File: config.mk
export PLATFORM = sky130hd
export DESIGN_NAME = tsrec_fifo
export DESIGN_NICKNAME = d
export VERILOG_FILES = /design/src/rtl/tsrec_pkg.sv /design/src/rtl/tsrec_store.sv /design/src/rtl/tsrec_seq.sv /design/src/rtl/tsrec_stat.sv /design/src/rtl/tsrec_fifo.sv
export SDC_FILE = /design/constraint.sdc
export NUM_CORES = 2
export LEC_CHECK = 0
export CAP_MARGIN = 20
export CORE_MARGIN = 2
export CORE_UTILIZATION = 60
export CTS_CLUSTER_SIZE = 25
export DETAILED_ROUTE_END_ITERATION = 12
export HOLD_SLACK_MARGIN = 0.05
export PLACE_DENSITY = 0.79
export SLEW_MARGIN = 30
export SYNTH_ARGS = -nofsm -noshare
export SYNTH_HDL_FRONTEND = slang
export SYNTH_SLANG_ARGS = --single-unit
File: constraint.sdc
create_clock -name clk -period 26.2 [get_ports clk]
set_input_delay 6.55 -clock clk [delete_from_list [all_inputs] [get_ports clk]]
set_output_delay 6.55 -clock clk [all_outputs]
set_load 0.005 [all_outputs]
File: src/rtl/tsrec_pkg.sv
package tsrec_pkg;
   localparam int WORD_W  = 16;
   localparam int TAG_W   = 16;
   localparam int SEC_W   = 48;
   localparam int NSEC_W  = 32;
   localparam int CLKID_W = 64;
   localparam int PNUM_W  = 16;
   localparam int SEQ_W   = 16;
   localparam int REC_W   = TAG_W + SEC_W + NSEC_W + CLKID_W + PNUM_W + SEQ_W;
   localparam int N_WORDS = REC_W / WORD_W;
   localparam int POS_W   = 5;
   localparam int DISC_W  = 4;

   // status register field positions (host-visible)
   localparam int ST_EN_BIT   = 15;
   localparam int ST_POS_LSB  = 8;
   localparam int ST_DISC_LSB = 4;

   // field order equals readout order, most significant first
   typedef struct packed {
      logic [TAG_W-1:0]   tag;
      logic [SEC_W-1:0]   sec;
      logic [NSEC_W-1:0]  nsec;
      logic [CLKID_W-1:0] clkid;
      logic [PNUM_W-1:0]  pnum;
      logic [SEQ_W-1:0]   seq;
   } tsrec_t;
endpackage

File: src/rtl/tsrec_store.sv
module tsrec_store
   import tsrec_pkg::*;
#(
   parameter int DEPTH = 8
) (
   input  logic   clk,
   input  logic   rst_n,
   input  logic   push,
   input  logic   pop,
   input  tsrec_t din,
   output tsrec_t head,
   output logic   empty,
   output logic   full
);
   localparam int PTR_W = (DEPTH > 1) ? $clog2(DEPTH) : 1;
   localparam int CNT_W = $clog2(DEPTH + 1);
   localparam logic [PTR_W-1:0] LAST_IDX = PTR_W'(DEPTH - 1);
   localparam logic [CNT_W-1:0] FULL_CNT = CNT_W'(DEPTH);

   tsrec_t mem_q [DEPTH];
   logic [PTR_W-1:0] wr_ptr_q, rd_ptr_q, wr_nxt, rd_nxt;
   logic [CNT_W-1:0] cnt_q;
   logic push_ok, pop_ok;

   assign empty   = (cnt_q == '0);
   assign full    = (cnt_q == FULL_CNT);
   assign pop_ok  = pop && !empty;
   assign push_ok = push && (!full || pop_ok);
   assign head    = mem_q[rd_ptr_q];

   generate
      if ((1 << PTR_W) == DEPTH) begin : g_pow2_wrap
         assign wr_nxt = wr_ptr_q + 1'b1;
         assign rd_nxt = rd_ptr_q + 1'b1;
      end else begin : g_cmp_wrap
         assign wr_nxt = (wr_ptr_q == LAST_IDX) ? '0 : wr_ptr_q + 1'b1;
         assign rd_nxt = (rd_ptr_q == LAST_IDX) ? '0 : rd_ptr_q + 1'b1;
      end
   endgenerate

   always_ff @(posedge clk) begin
      if (push_ok) mem_q[wr_ptr_q] <= din;
   end

   always_ff @(posedge clk or negedge rst_n) begin
      if (!rst_n) begin
         wr_ptr_q <= '0;
         rd_ptr_q <= '0;
         cnt_q    <= '0;
      end else begin
         if (push_ok) wr_ptr_q <= wr_nxt;
         if (pop_ok)  rd_ptr_q <= rd_nxt;
         case ({push_ok, pop_ok})
            2'b10:   cnt_q <= cnt_q + 1'b1;
            2'b01:   cnt_q <= cnt_q - 1'b1;
            default: cnt_q <= cnt_q;
         endcase
      end
   end
endmodule

File: src/rtl/tsrec_seq.sv
module tsrec_seq
   import tsrec_pkg::*;
(
   input  logic              clk,
   input  logic              rst_n,
   input  logic              rd,
   input  logic              empty,
   input  tsrec_t            head,
   output logic [WORD_W-1:0] word,
   output logic [POS_W-1:0]  pos,
   output logic              pop
);
   localparam logic [POS_W-1:0] LAST_POS = POS_W'(N_WORDS - 1);

   logic [REC_W-1:0]  flat;
   logic [WORD_W-1:0] words [N_WORDS];
   logic adv;

   assign flat = head;

   generate
      for (genvar k = 0; k < N_WORDS; k++) begin : g_slice
         assign words[k] = flat[REC_W-1-k*WORD_W -: WORD_W];
      end
   endgenerate

   assign adv  = rd && !empty;
   assign pop  = adv && (pos == LAST_POS);
   assign word = empty ? '0 : words[pos];

   always_ff @(posedge clk or negedge rst_n) begin
      if (!rst_n)   pos <= '0;
      else if (pop) pos <= '0;
      else if (adv) pos <= pos + 1'b1;
   end
endmodule

File: src/rtl/tsrec_stat.sv
module tsrec_stat
   import tsrec_pkg::*;
(
   input  logic              clk,
   input  logic              rst_n,
   input  logic              wr,
   input  logic [WORD_W-1:0] wdata,
   input  logic              drop,
   output logic              en,
   output logic [DISC_W-1:0] disc
);
   localparam logic [DISC_W-1:0] DISC_MAX = '1;

   always_ff @(posedge clk or negedge rst_n) begin
      if (!rst_n) begin
         en   <= 1'b0;
         disc <= '0;
      end else begin
         if (wr) en <= wdata[ST_EN_BIT];
         if (wr && (wdata == '0))           disc <= '0;
         else if (drop && disc != DISC_MAX) disc <= disc + 1'b1;
      end
   end
endmodule

File: src/rtl/tsrec_fifo.sv
module tsrec_fifo
   import tsrec_pkg::*;
#(
   parameter int DEPTH    = 8,
   parameter int N_PORTS  = 3,
   parameter int PORT_IDX = 0,
   parameter int IS_RX    = 0
) (
   input  logic                 clk,
   input  logic                 rst_n,
   input  logic                 cap_valid,
   input  logic [TAG_W-1:0]     cap_tag,
   input  logic [SEC_W-1:0]     cap_sec,
   input  logic [NSEC_W-1:0]    cap_nsec,
   input  logic [CLKID_W-1:0]   cap_clkid,
   input  logic [PNUM_W-1:0]    cap_pnum,
   input  logic [SEQ_W-1:0]     cap_seq,
   input  logic                 data_rd,
   output logic [WORD_W-1:0]    data_word,
   input  logic                 stat_wr,
   input  logic [WORD_W-1:0]    stat_wdata,
   output logic [WORD_W-1:0]    stat_rdata,
   output logic [2*N_PORTS-1:0] nempty_vec
);
   localparam int NE_BIT = IS_RX * N_PORTS + PORT_IDX;

   generate
      if (DEPTH < 2 || DEPTH > 128) begin : g_bad_depth
         $error("tsrec_fifo: DEPTH must be within 2..128");
      end
      if (PORT_IDX < 0 || PORT_IDX >= N_PORTS) begin : g_bad_port
         $error("tsrec_fifo: PORT_IDX out of range");
      end
      if (IS_RX != 0 && IS_RX != 1) begin : g_bad_dir
         $error("tsrec_fifo: IS_RX must be 0 or 1");
      end
      if (N_WORDS >= (1 << POS_W)) begin : g_bad_pos
         $error("tsrec_fifo: read position field too narrow");
      end
   endgenerate

   tsrec_t cap_rec, head;
   logic empty, full, pop, push, drop, en;
   logic [POS_W-1:0]  pos;
   logic [DISC_W-1:0] disc;

   assign cap_rec = '{tag: cap_tag, sec: cap_sec, nsec: cap_nsec,
                      clkid: cap_clkid, pnum: cap_pnum, seq: cap_seq};
   assign push = cap_valid && en;
   assign drop = push && full && !pop;

   tsrec_store #(.DEPTH(DEPTH)) u_store (
      .clk   (clk),
      .rst_n (rst_n),
      .push  (push),
      .pop   (pop),
      .din   (cap_rec),
      .head  (head),
      .empty (empty),
      .full  (full)
   );

   tsrec_seq u_seq (
      .clk   (clk),
      .rst_n (rst_n),
      .rd    (data_rd),
      .empty (empty),
      .head  (head),
      .word  (data_word),
      .pos   (pos),
      .pop   (pop)
   );

   tsrec_stat u_stat (
      .clk   (clk),
      .rst_n (rst_n),
      .wr    (stat_wr),
      .wdata (stat_wdata),
      .drop  (drop),
      .en    (en),
      .disc  (disc)
   );

   always_comb begin
      stat_rdata = '0;
      stat_rdata[ST_EN_BIT] = en;
      stat_rdata[ST_POS_LSB +: POS_W] = pos;
      stat_rdata[ST_DISC_LSB +: DISC_W] = disc;
   end

   generate
      for (genvar b = 0; b < 2*N_PORTS; b++) begin : g_ne
         if (b == NE_BIT) begin : g_own
            assign nempty_vec[b] = !empty;
         end else begin : g_other
            assign nempty_vec[b] = 1'b0;
         end
      end
   endgenerate
endmodule

==> impl_metrics.tcl <==
set metrics [dict create \
    stdcell_count 4318 \
    drtAntennaViolNets 0 \
    synth-simple-area-share 0.0122 \
    r2r_start "u_seq.pos[1]$_DFFE_PN0P_" \
    p_sw_mw 1.81 \
    p_int_mw 4.85 \
    wl_per_cell_um 32.5 \
    cap_viol_max_count 0 \
    grt_antenna_before_repair 30 \
    period_needed_ns 12.01 \
    dp.final_hpwl_mm 74.8 \
    fin_crit_sh 0.458 \
    dpl.cell_count 4032 \
    synth_top_area_cell "edfxtp_1" \
    clock_latency_ns 0.76 \
    muxShareOfSynthArea 0.163 \
    synth_edf_count 1536 \
    ys_warn_count 0 \
    yosysTopAreaCellShare 0.774 \
    cts_tree "built" \
    synth-seq-cells 1556 \
    clkPwrFrac 0.321 \
    ys_top_cells_by_area "edfxtp_1 (77%), mux4_2 (14%), mux2i_1 (1.5%)" \
    status "finished clean" \
    r2r_slack_ns 20.79 \
    worstSetupStartpointType "register" \
    grt_max_degree 141 \
    grt_overflow_total 0 \
    first_global_vias 30100 \
    p_leak_nw 21.0 \
    powerDensity_nw_per_um2 97.3 \
    cts_repair_resize_count 0 \
    num-nets-final 3123 \
    reg2reg_depth 8 \
    post_cts_buffers 0 \
    totalWireLength_mm 140 \
    synth_top_family_by_area "multiplexers" \
    p_comb_frac 0.223 \
    synth_area_um2 59600 \
    postSynthCellCount 2594 \
    crit_type "register to output port" \
    ys_types 53 \
    hp-class "register to register" \
    track_usage 0.279 \
    critPathLaunch "u_store.rd_ptr_q[0]$_DFFE_PN0P_" \
    syn2layout_area_growth_pct 14.9 \
    worst_slew_pin_slew_ns 1.04 \
    cts_buffers 151 \
    synthXorXnorAreaFrac 0.00176 \
    slew_viol_final 0 \
    required_ns 19.65 \
    seq_power_share 0.456 \
    setup_tns_ns 0 \
    skew_ns 0.0166 \
    ir_worst_vdd_uv 102 \
    drtIter0Drc 3806 \
    synth.avg_cell_area_um2 23.0 \
    portBuffers 239 \
    dr.pass1.iters 5 \
    synthArstFlopShare 0.0129 \
    cts_max_level 4 \
    ios 251 \
    ctsRootBufferMaster "clkbuf_16" \
    rsz0062_at_grt "false" \
    layout-drive-gt1-share 0.226 \
    synth-main-ff-cell "edfxtp_1" \
    power.switching_fraction 0.272 \
    r2r_end "u_store.mem_q[7][32]$_DFFE_PP_" \
    path_clk_slew_ns 0.06 \
    cp.arrival_ns 5.46 \
    place_ws_ns 14.95 \
    grt_pass1_wl_mm 204 \
    vias 29200 \
    hold_buffers 0 \
    place.gp.congestion 0.759 \
    critPathMaxFanout 49 \
    yosysSeqAreaShare 0.782 \
    cts.path.max_buffers 3 \
    setup.worst_path.end "data_word[2]" \
    cp-end-kind "output port" \
    core_um2 98400 \
    setup_viol 0 \
    hold_violations 0 \
    setup_slack_ns 14.19 \
    drc_errors 0 \
    clock.fmax_ghz 0.0833 \
    dieArea_um2 102000 \
    die_w_um 319 \
    rows 115 \
    viasPerCell 6.75 \
    die_h_um 319 \
    start_util 0.606 \
    clock_sinks 1556 \
    synth_fa_ha_area_frac 0.00105 \
    synth-compound-area-share 0.0249 \
    slew_headroom 0.306 \
]
==> registers in the layout, indices dropped and copies added (netlist names) <==
name,count
u_seq.pos,5
u_stat.disc,4
u_store.mem_q,1536
u_store.rd_ptr_q,3
u_store.wr_ptr_q,3
u_store.cnt_q,4
u_stat.en,1
==> cell type report <==
cell class,instances,area (µm²)
Multi-Input combinational cell,895,12200
Tap cell,1287,1610
Timing Repair Buffer,297,3140
Sequential cell,1556,46600
Clock buffer,190,4010
Clock inverter,75,832
Inverter,4,15.0
Antenna cell,14,35.0
Fill cell,5625,29900
==> cells in the final DEF, fill, tap and decap left out, types with 35 or more instances in the layout <==
master           count
mux2i_1             91
buf_4               35
o22ai_1             40
edfxtp_1          1536
mux4_2             366
nand2_1             44
o21ai_0             50
clkbuf_16          155
clkdlybuf4s50_1    238
nor2_1              35
clkbuf_1            35
mux2_2              35
==> power by group through the flow <==
stage	Clock, mW	Sequential (mW)	Combinational [mW]
after floorplan	0	3.10	0.984
after global placement	0	3.07	1.44
after detailed placement	0	3.09	1.46
after CTS	2.16	3.04	1.49
after global routing	2.25	3.06	1.57
final	2.14	3.04	1.49
==> cells by family after synthesis <==
kind of cell    count (synthesis)
fa+ha+maj                       5
other cells                     1
mux                           499
buf+inv                       153
simple gates                  152
xor+xnor                       12
flops                        1556
compound gates                216
==> through the flow <==
| stage | power [mW] | util | instance area [µm²] | hold WS, ns |
|---|---|---|---|---|
| after detailed placement | 4.55 | 0.645 | 63500 | 0.537 |
| after floorplan | 4.08 | - | 59700 | 0.468 |
| after global placement | 4.51 | 0.644 | 63400 | 0.509 |
| after global routing | 6.87 | 0.696 | 68500 | 0.561 |
| after CTS | 6.69 | 0.694 | 68300 | 0.546 |
| final | 6.67 | 0.696 | 68500 | 0.541 |
==> cells in the mapped netlist, types with 9 or more instances <==
| library cell | n |
|---|---|
| edfxtp_1 | 1536 |
| mux4_2 | 366 |
| mux2i_1 | 91 |
| o21ai_0 | 50 |
| buf_2 | 49 |
| buf_4 | 48 |
| nand2_1 | 44 |
| nor2_1 | 40 |
| o22ai_1 | 40 |
| clkbuf_1 | 36 |
| mux2_2 | 35 |
| a221oi_1 | 29 |
| a22oi_1 | 22 |
| dfrtp_1 | 20 |
| a21oi_1 | 14 |
| nand3_1 | 14 |
| o221ai_1 | 13 |
| nor3_1 | 12 |
| a211oi_1 | 11 |
| nand2b_1 | 11 |
| nor2b_1 | 10 |
| a31oi_1 | 9 |
| buf_1 | 9 |
==> metal layers <==
layer,up-vias,share of wire,global-route usage
li1,11700,-,-
met1,15300,0.37,0.371
met2,1782,0.49,0.443
met3,314,0.099,0.0749
met4,34,0.034,0.116
met5,-,0.0029,0.0147
==> worst min path at each step <==
stage | from | end | cells after the start
finish | u_store.cnt_q[3]$_DFFE_PN0P_ | u_store.cnt_q[3]$_DFFE_PN0P_ | 1
global route | u_store.cnt_q[3]$_DFFE_PN0P_ | u_store.cnt_q[3]$_DFFE_PN0P_ | 1
CTS | u_seq.pos[4]$_DFFE_PN0P_ | u_seq.pos[4]$_DFFE_PN0P_ | 1
detailed placement | u_seq.pos[4]$_DFFE_PN0P_ | u_seq.pos[4]$_DFFE_PN0P_ | 1
global placement | u_store.cnt_q[3]$_DFFE_PN0P_ | u_store.cnt_q[3]$_DFFE_PN0P_ | 1
floorplan | u_store.cnt_q[3]$_DFFE_PN0P_ | u_store.cnt_q[3]$_DFFE_PN0P_ | 1
==> critical path, cell delays in order, from the launching register on <==
cell and delay [ns]:
dfrtp_4 0.98, buf_4 0.65, buf_4 0.79, mux4_2 0.61
mux2_2 0.28, o22ai_1 0.16, a221oi_1 0.12, buf_4 0.23
a211o_1 0.31, clkdlybuf4s50_1 0.45
No activity file was read; power rests on OpenSTA's default activity.
